### config.mk
export PLATFORM = sky130hd
export DESIGN_NAME = can_txmb_sched
export DESIGN_NICKNAME = d
export VERILOG_FILES = /design/src/rtl/can_txmb_pkg.sv /design/src/rtl/can_txmb_dp.sv /design/src/rtl/can_txmb_ctrl.sv /design/src/rtl/can_txmb_sched.sv
export SDC_FILE = /design/constraint.sdc
export NUM_CORES = 1
export LEC_CHECK = 0
export ABC_CLOCK_PERIOD_IN_PS = 7950
export BUFFER_PORTS_ARGS = -buffer_cell sky130_fd_sc_hd__buf_2
export CELL_PAD_IN_SITES_DETAIL_PLACEMENT = 1
export CELL_PAD_IN_SITES_GLOBAL_PLACEMENT = 1
export CORE_ASPECT_RATIO = 0.6
export CORE_MARGIN = 2
export CORE_UTILIZATION = 45
export DETAILED_ROUTE_END_ITERATION = 8
export PLACE_DENSITY = 0.83
export REMOVE_ABC_BUFFERS = 1
export SYNTH_ARGS = -nofsm -noshare
export SYNTH_HDL_FRONTEND = slang
export SYNTH_SLANG_ARGS = --single-unit
### constraint.sdc
create_clock -name clk -period 7.95 [get_ports clk]
set_clock_uncertainty 0.05 [all_clocks]
set_input_delay 0.3975 -clock clk [delete_from_list [all_inputs] [get_ports clk]]
set_output_delay 0.3975 -clock clk [all_outputs]
set_load 0.01 [all_outputs]
### src/rtl/can_txmb_pkg.sv
package can_txmb_pkg;
  localparam int MB_NUM   = 3;
  localparam int MB_IDX_W = $clog2(MB_NUM);
  localparam int RANK_W   = $clog2(MB_NUM);

  typedef enum logic [1:0] {
    MB_EMPTY = 2'd0,
    MB_SCHED = 2'd1,
    MB_XMIT  = 2'd2,
    MB_DONE  = 2'd3
  } mbState_e;

  // strobes from control to datapath
  typedef struct packed {
    logic                loadEn;
    logic [MB_IDX_W-1:0] loadIdx;
    logic [MB_NUM-1:0]   leaveMask;   // leaving the queue this cycle
    logic [MB_NUM-1:0]   queuedMask;  // staying in the queue this cycle
    logic [MB_NUM-1:0]   candMask;    // eligible for selection
  } dpStrobe_t;
endpackage

### src/rtl/can_txmb_dp.sv
module can_txmb_dp
  import can_txmb_pkg::*;
#(
  parameter int ID_W  = 29,
  parameter int STD_W = 11
) (
  input  logic                clk,
  input  logic                rstN,
  input  logic                orderFifo,
  input  logic [ID_W-1:0]     reqId,
  input  logic                reqExt,
  input  dpStrobe_t           strb,
  input  logic [MB_IDX_W-1:0] busIdx,
  output logic                selValid,
  output logic [MB_IDX_W-1:0] selIdx,
  output logic [ID_W-1:0]     busId
);
  localparam int PAD_W = ID_W - STD_W;

  logic [ID_W-1:0]   idMem   [MB_NUM];
  logic [RANK_W-1:0] rank    [MB_NUM];
  logic [RANK_W-1:0] dropCnt [MB_NUM];
  logic [RANK_W-1:0] newRank;
  logic [ID_W-1:0]   alignedId;
  logic [ID_W-1:0]   bestId;
  logic [RANK_W-1:0] bestRank;

  assign alignedId = reqExt ? reqId : {reqId[STD_W-1:0], {PAD_W{1'b0}}};

  // rank of a new entry = number of entries that stay queued
  always_comb begin
    newRank = '0;
    for (int j = 0; j < MB_NUM; j++)
      newRank = newRank + RANK_W'(strb.queuedMask[j]);
  end

  // how many leaving entries sat ahead of each entry
  always_comb begin
    for (int i = 0; i < MB_NUM; i++) begin
      dropCnt[i] = '0;
      for (int j = 0; j < MB_NUM; j++)
        if (strb.leaveMask[j] && (rank[j] < rank[i]))
          dropCnt[i] = dropCnt[i] + RANK_W'(1);
    end
  end

  always_ff @(posedge clk) begin
    if (!rstN) begin
      for (int i = 0; i < MB_NUM; i++) begin
        idMem[i] <= '0;
        rank[i]  <= '0;
      end
    end else begin
      for (int i = 0; i < MB_NUM; i++) begin
        if (strb.loadEn && (strb.loadIdx == MB_IDX_W'(i))) begin
          idMem[i] <= alignedId;
          rank[i]  <= newRank;
        end else if (strb.queuedMask[i]) begin
          rank[i]  <= rank[i] - dropCnt[i];
        end
      end
    end
  end

  // selector: lowest rank or lowest identifier, strict compare keeps lower index on ties
  always_comb begin
    selValid = 1'b0;
    selIdx   = '0;
    bestId   = '0;
    bestRank = '0;
    for (int i = 0; i < MB_NUM; i++) begin
      if (strb.candMask[i]) begin
        if (!selValid ||
            (orderFifo  && (rank[i]  < bestRank)) ||
            (!orderFifo && (idMem[i] < bestId))) begin
          selValid = 1'b1;
          selIdx   = MB_IDX_W'(i);
          bestId   = idMem[i];
          bestRank = rank[i];
        end
      end
    end
  end

  assign busId = idMem[busIdx];
endmodule

### src/rtl/can_txmb_ctrl.sv
module can_txmb_ctrl
  import can_txmb_pkg::*;
(
  input  logic                clk,
  input  logic                rstN,
  input  logic                reqValid,
  input  logic [MB_IDX_W-1:0] reqIdx,
  input  logic [MB_NUM-1:0]   abortReq,
  input  logic                busDone,
  input  logic                busOk,
  input  logic                selValid,
  input  logic [MB_IDX_W-1:0] selIdx,
  output dpStrobe_t           strb,
  output logic                busStart,
  output logic [MB_IDX_W-1:0] busIdx,
  output logic [MB_NUM-1:0]   mbEmpty,
  output logic [MB_NUM-1:0]   doneFlag,
  output logic [MB_NUM-1:0]   okFlag,
  output logic [MB_NUM-1:0]   errFlag,
  output logic [MB_NUM-1:0]   xmitMask
);
  mbState_e          st     [MB_NUM];
  mbState_e          stNext [MB_NUM];
  logic [MB_NUM-1:0] schedMask, reqHit, abortHeld, leaveMask, queuedMask;
  logic              startNow;

  always_comb begin
    for (int i = 0; i < MB_NUM; i++) begin
      schedMask[i] = (st[i] == MB_SCHED);
      xmitMask[i]  = (st[i] == MB_XMIT);
      mbEmpty[i]   = (st[i] == MB_EMPTY) || (st[i] == MB_DONE);
      reqHit[i]    = reqValid && (reqIdx == MB_IDX_W'(i)) && mbEmpty[i];
    end
  end

  assign startNow = selValid && !(|xmitMask);

  always_comb begin
    for (int i = 0; i < MB_NUM; i++) begin
      stNext[i] = st[i];
      unique case (st[i])
        MB_EMPTY, MB_DONE: if (reqHit[i]) stNext[i] = MB_SCHED;
        MB_SCHED: begin
          if (abortReq[i])                                  stNext[i] = MB_DONE;
          else if (startNow && (selIdx == MB_IDX_W'(i)))    stNext[i] = MB_XMIT;
        end
        MB_XMIT: begin
          if (busDone) begin
            if (busOk || abortHeld[i] || abortReq[i])       stNext[i] = MB_DONE;
            else                                            stNext[i] = MB_SCHED;
          end
        end
      endcase
      leaveMask[i]  = !mbEmpty[i] && (stNext[i] == MB_DONE);
      queuedMask[i] = !mbEmpty[i] && !leaveMask[i];
    end
  end

  always_comb begin
    strb            = '0;
    strb.loadEn     = |reqHit;
    strb.loadIdx    = reqIdx;
    strb.leaveMask  = leaveMask;
    strb.queuedMask = queuedMask;
    strb.candMask   = schedMask & ~abortReq;
  end

  always_ff @(posedge clk) begin
    if (!rstN) begin
      for (int i = 0; i < MB_NUM; i++) st[i] <= MB_EMPTY;
      abortHeld <= '0;
      doneFlag  <= '0;
      okFlag    <= '0;
      errFlag   <= '0;
      busStart  <= 1'b0;
      busIdx    <= '0;
    end else begin
      for (int i = 0; i < MB_NUM; i++) begin
        st[i] <= stNext[i];
        abortHeld[i] <= (xmitMask[i] && !busDone) ? (abortHeld[i] | abortReq[i]) : 1'b0;
        if (reqHit[i]) begin
          doneFlag[i] <= 1'b0;
          okFlag[i]   <= 1'b0;
          errFlag[i]  <= 1'b0;
        end else if (schedMask[i] && abortReq[i]) begin
          doneFlag[i] <= 1'b1;
        end else if (xmitMask[i] && busDone) begin
          if (busOk) begin
            doneFlag[i] <= 1'b1;
            okFlag[i]   <= 1'b1;
          end else begin
            errFlag[i]  <= 1'b1;
            if (abortHeld[i] || abortReq[i]) doneFlag[i] <= 1'b1;
          end
        end
      end
      busStart <= startNow;
      if (startNow) busIdx <= selIdx;
    end
  end
endmodule

### src/rtl/can_txmb_sched.sv
module can_txmb_sched
  import can_txmb_pkg::*;
#(
  parameter int ID_W  = 29,
  parameter int STD_W = 11
) (
  input  logic                clk,
  input  logic                rstN,
  input  logic                orderFifo,
  input  logic                reqValid,
  input  logic [MB_IDX_W-1:0] reqIdx,
  input  logic [ID_W-1:0]     reqId,
  input  logic                reqExt,
  input  logic [MB_NUM-1:0]   abortReq,
  output logic                busStart,
  output logic [MB_IDX_W-1:0] busIdx,
  output logic [ID_W-1:0]     busId,
  input  logic                busDone,
  input  logic                busOk,
  output logic [MB_NUM-1:0]   mbEmpty,
  output logic [MB_NUM-1:0]   doneFlag,
  output logic [MB_NUM-1:0]   okFlag,
  output logic [MB_NUM-1:0]   errFlag
);
  dpStrobe_t           strb;
  logic                selValid;
  logic [MB_IDX_W-1:0] selIdx;
  logic [MB_NUM-1:0]   xmitMask;

  can_txmb_ctrl ctrl_i (
    .clk      (clk),
    .rstN     (rstN),
    .reqValid (reqValid),
    .reqIdx   (reqIdx),
    .abortReq (abortReq),
    .busDone  (busDone),
    .busOk    (busOk),
    .selValid (selValid),
    .selIdx   (selIdx),
    .strb     (strb),
    .busStart (busStart),
    .busIdx   (busIdx),
    .mbEmpty  (mbEmpty),
    .doneFlag (doneFlag),
    .okFlag   (okFlag),
    .errFlag  (errFlag),
    .xmitMask (xmitMask)
  );

  can_txmb_dp #(.ID_W(ID_W), .STD_W(STD_W)) dp_i (
    .clk       (clk),
    .rstN      (rstN),
    .orderFifo (orderFifo),
    .reqId     (reqId),
    .reqExt    (reqExt),
    .strb      (strb),
    .busIdx    (busIdx),
    .selValid  (selValid),
    .selIdx    (selIdx),
    .busId     (busId)
  );
endmodule

Word-level counts from Yosys, hierarchy flattened:

Memory sizes are Yosys's and may differ from the RTL's. A register that Yosys moved wholly into a read port is not among the register bits.
Cells that the tools add are included.

* register bits after elaboration: 15
* bits in writable memories: 99
* output and inout bits: 44
* memories kept: 3

* add/subtract/negate cells: 11
* order comparisons: 13
* equal/unequal tests: 16
* muxes and demuxes: 92
* bitwise logic cells: 22
* reduce and logical (&&, ||, !) cells: 99

Memory list
* dp_i.idMem: words 3, width 29, rd ports 4, clocked after Yosys merged registers in 1, wr ports 3, line can_txmb_dp.sv:20 `logic [ID_W-1:0] idMem [MB_NUM];`
* ctrl_i.st: words 3, width 2, rd ports 3, clocked after Yosys merged registers in 0, wr ports 3, line can_txmb_ctrl.sv:22 `mbState_e st [MB_NUM];`
* dp_i.rank: words 3, width 2, rd ports 3, clocked after Yosys merged registers in 0, wr ports 3, line can_txmb_dp.sv:21 `logic [RANK_W-1:0] rank [MB_NUM];`

Operator list (count)
* two-way mux 29 bit: 7
* two-way mux 2 bit: 38
* < comparator 29 bit: 2
* two-way mux 1 bit: 44
* logical AND 1 bit: 41
* == test 2 bit, second input constant: 11
* < comparator 2 bit: 11
* one-hot mux 2 bit (3 select lines): 3
* AND reduction 3 bit: 6
* logical OR 1 bit: 16
* bitwise OR 1 bit: 15
* AND reduction 2 bit: 6
* OR reduction 2 bit: 6
* zero test 1 bit: 11
* == test 2 x 1 -> 1 bit, second input constant: 5
* zero test 2 bit: 5
* nonzero test 3 bit: 3
* adder 1 x 1 -> 2 bit, second input constant: 3
* adder 2 x 1 -> 2 bit, second input constant: 3
* nonzero test 2 bit: 3
* OR reduction 3 bit: 2
* subtractor 2 bit: 3
* inverter 1 bit: 5
* bitwise AND 3 bit: 1
* other kinds (3): 3

Depth between registers and ports, before layout:

An unclocked memory read counts as a cell.

* word-level depth: 31
* mapped depth: 32
* depth with buffers taken out: 28

Hierarchy:

From an unflattened synthesis, not the netlist that was laid out.

* cells, all modules: 727
* area, all modules: 7160.6 um^2

By module, submodules not included
* can_txmb_dp: instances 1, cells each 578, area an instance 5928.2 um^2, seq. area each 2792.7 um^2
* can_txmb_ctrl: instances 1, cells each 149, area an instance 1232.4 um^2, seq. area each 420.4 um^2

Worst setup path after synthesis:

No wires, ideal clock.

* path type: flip-flop to flip-flop
* from: mem ctrl_i.st[0][1] in the netlist's numbering
* to: mem dp_i.rank[2][1] in the netlist's numbering, data pin
* library setup time: 259 ps
* data arrival time: 6685 ps
* data required time: 7641 ps
* slack: 956 ps
* cell stages (with the launch flop): 33
* path through: dfxtp_1 -> inv_1 -> ha_1 -> buf_4 -> nor2b_4 -> buf_1 -> clkbuf_1 -> nand2_1 -> ha_1 -> a21oi_1 -> o21ai_0 -> o21a_1 -> o32a_1 -> nor2_2 -> clkbuf_1 -> buf_1 -> a21oi_1 -> ha_1 -> a2111oi_0 -> o21ai_0 -> and2_1 -> a311oi_1 -> nand2_1 -> a311oi_4 -> o22a_1 -> nand2_1 -> a2111oi_0 -> ha_1 -> ha_1 -> xnor2_1 -> xnor2_1 -> and4_1 -> a211o_1

RTL lines (line)
* start: declaration: can_txmb_ctrl.sv:22
* end: declaration: can_txmb_dp.sv:21

==> impl_metrics.ini <==
[run_status]
status = completed

[setup_path]
critPathMaxFanout = 34
cp_slowest_stage_delay_ps = 480
critPathArrivalTime_ps = 7830
endpoint_kind = flop
rr_worst_depth = 30
r2r_slack_ps = 230
critPathRequiredTime_ps = 8060
path_class = flop to flop
critPathMostFrequentCell = ha_1
critPathLaunchType = flop
slowest_stage = a211oi_1
reg2reg_to = dp_i.rank[2][1]$_DFFE_PP_
reg2reg_from = ctrl_i.st[0][1]$_SDFF_PN0_

[hold_path]
hold_start = abortReq[1]
hp-class = input pin to flop
hold_path_end = ctrl_i.abortHeld[1]$_SDFF_PN0_
hold_path_depth = 2

[layout]
multi_input_area_um2 = 3890
drive_gt1_frac = 0.1866
area_growth_pct = 18.98
nets = 941
diodes = 0
fill_cells = 1743
area.sequential_um2 = 3256
fin_cells = 1039

[synth]
synth_area_leaders = edfxtp_1, ha_1, dfxtp_1
synth_edf_count = 93
yosysTopAreaCell = edfxtp_1
netlist_instances = 733
ys_seq_area_frac = 0.4458
yosys_most_used_dff = edfxtp_1
ys_ff_latch = 116
avgSynthCellArea_um2 = 9.955
syn_area_um2 = 7297
yosysWarningCount = 0
post_synth_num_cell_types = 68
ys_async_sr_fraction = 0
synth_top_cell_area_share = 0.3827

[place]
gp_congestion = 0.9280
post-place-cells = 997
hpwlAfterDp_mm = 16.80
port_buffers = 84

[floorplan]
die_area_um2 = 17280
rows = 35
die_x_um = 168.4
ios = 85
die_y_um = 102.6
start_util = 0.4681
core_um2 = 15590

[grt]
antenna_found_initial = 0
grt_max_degree = 59
grt_usage = 0.2840
grt_pass1_vias = 6497
globalRouteOverflowTotal = 0
grt_pass1_wl_mm = 36.67

[power]
finalPower_mw = 2.806
power_density_nw_per_um2 = 323.1
p_leak_nw = 3.519
ir_drop_mv = 0.1358

[sta]
fin_tns_setup_ps = 0
min_period_ps = 7724
fmax_ghz = 0.1295
finalSetupViolCount = 0
slew_headroom = 0.2535
worstMarginPinSlew_ps = 1120
timing.final.hold_violations = 0
finalMaxSlewViolations = 0
period_share = 0.9716

[clock_network]
cts_root_buf = clkbuf_16
cts.htree.levels = 4
clockBufferDepth = 2
cts_tree = built
clkSinkCount = 116
numCtsBuffers = 17
hold_buffers = 0
insertion_delay_ps = 430
clk_pin_slew_ps = 60

[routing]
vias_per_cell = 6.126
drt_iter0_markers = 531
wl_mm = 24.41
drc = 0
vias = 6365
wire_per_inst_um = 23.50
dr.pass1.iters = 5
ant_nets = 0

[job]
max-cap-violations = 0
[worst max-delay path by stage]
stage	start	end	slack (ps)
6_report	ctrl_i.st[0][1]$_SDFF_PN0_	dp_i.rank[2][1]$_DFFE_PP_	230
5_1_grt	ctrl_i.st[0][1]$_SDFF_PN0_	dp_i.rank[2][1]$_DFFE_PP_	-160
4_1_cts	ctrl_i.st[0][1]$_SDFF_PN0_	dp_i.rank[2][1]$_DFFE_PP_	20
3_5_place_dp	ctrl_i.st[0][1]$_SDFF_PN0_	dp_i.rank[2][1]$_DFFE_PP_	30
3_3_place_gp	ctrl_i.st[0][1]$_SDFF_PN0_	dp_i.rank[2][1]$_DFFE_PP_	580
2_1_floorplan	ctrl_i.st[0][1]$_SDFF_PN0_	dp_i.rank[2][1]$_DFFE_PP_	530
[state kept, by name (all words and copies together) (netlist names), named ones only]
name and flops:
ctrl_i.doneFlag 3, dp_i.idMem 87, ctrl_i.abortHeld 3, ctrl_i.busStart 1, ctrl_i.busIdx 2, ctrl_i.st 6
dp_i.rank 6, ctrl_i.okFlag 3, ctrl_i.errFlag 3
[cell usage after synthesis (3+ instances only)]
master,instances
a211o_1,4
a211oi_1,9
a21o_1,3
a21oi_1,71
a311oi_1,5
a31oi_1,3
a41oi_1,7
and2_1,6
and3_1,19
buf_1,6
clkbuf_1,23
dfxtp_1,23
edfxtp_1,93
ha_1,76
inv_1,25
mux2i_1,40
nand2_1,93
nand2b_1,8
nand3_1,9
nand3b_1,4
nand4_1,12
nor2_1,71
nor2b_1,3
nor3_1,9
nor3b_1,3
o211a_1,4
o211ai_1,3
o21ai_0,47
xnor2_1,6
[metal layers]
layer,share of wire,track usage,vias to the layer above
met4,0.017,0.09350,0
met2,0.44,0.4448,285
met1,0.47,0.4053,3137
met3,0.069,0.04837,39
li1,-,-,2904
met5,0,0,-
[cell families after synthesis]
logic type / Yosys count / share of synthesized area
compound gates: 183 / 0.1612
xor+xnor: 6 / 0.007202
fa+ha+maj: 77 / 0.1331
buf+inv: 57 / 0.03001
flops: 116 / 0.4458
mux: 42 / 0.06001
simple gates: 252 / 0.1627
[report_power, final]
part | total (mW) | internal [mW] | switching, mW | leakage, nW
Clock | 0.787 | 0.477 | 0.310 | 0.304
Combinational | 1.15 | 0.428 | 0.722 | 2.05
Sequential | 0.868 | 0.766 | 0.102 | 1.16
[layout make-up]
| class | count | share of cell area |
|---|---|---|
| Timing Repair Buffer | 100 | 0.06658 |
| Multi-Input combinational cell | 562 | 0.4480 |
| Tap cell | 203 | 0.02925 |
| Sequential cell | 116 | 0.3750 |
| Inverter | 26 | 0.01124 |
| Clock inverter | 10 | 0.009079 |
| Clock buffer | 22 | 0.06082 |
[timing repair]
item / CTS / global route
buffers inserted: 0 / 8
gates cloned: 1 / 1
pin swaps: 0 / 3
resized for setup: 1 / 8
setup endpoints to repair: 1 / 6
[worst max-delay path, delay by kind of cell (launching register included)]
family / cells / cell delay, ps
adders and majority gates: 5 / 1490
DFF: 1 / 370
and+or+nand+nor: 8 / 1420
xor gates and xnor gates: 2 / 270
buffers and inverters: 3 / 470
AOI/OAI and AO/OA: 12 / 3360
[layout by cell type, fill, tap and decap left out, types with 12 or more instances in the layout]
cell type   n
buf_2      84
inv_1      25
o21ai_0    47
clkbuf_16  20
and3_1     19
nand4_1    12
mux2i_1    40
dfxtp_1    21
nand2_1    93
buf_4      13
ha_1       75
nor2_1     71
a21oi_1    71
edfxtp_1   93
[metrics by stage]
stage	setup slack (ps)	hold WS, ps	util	instance area (um^2)
2_1_floorplan	526.8	404.8	-	7176
3_3_place_gp	577.2	399.4	0.5087	7930
3_5_place_dp	29.98	408.5	0.5087	7930
4_1_cts	15.76	237.1	0.5486	8553
5_1_grt	-164.9	255.1	0.5569	8682
6_report	225.6	248.5	0.5569	8682
Note: power is estimated with default switching activity, not from simulation.
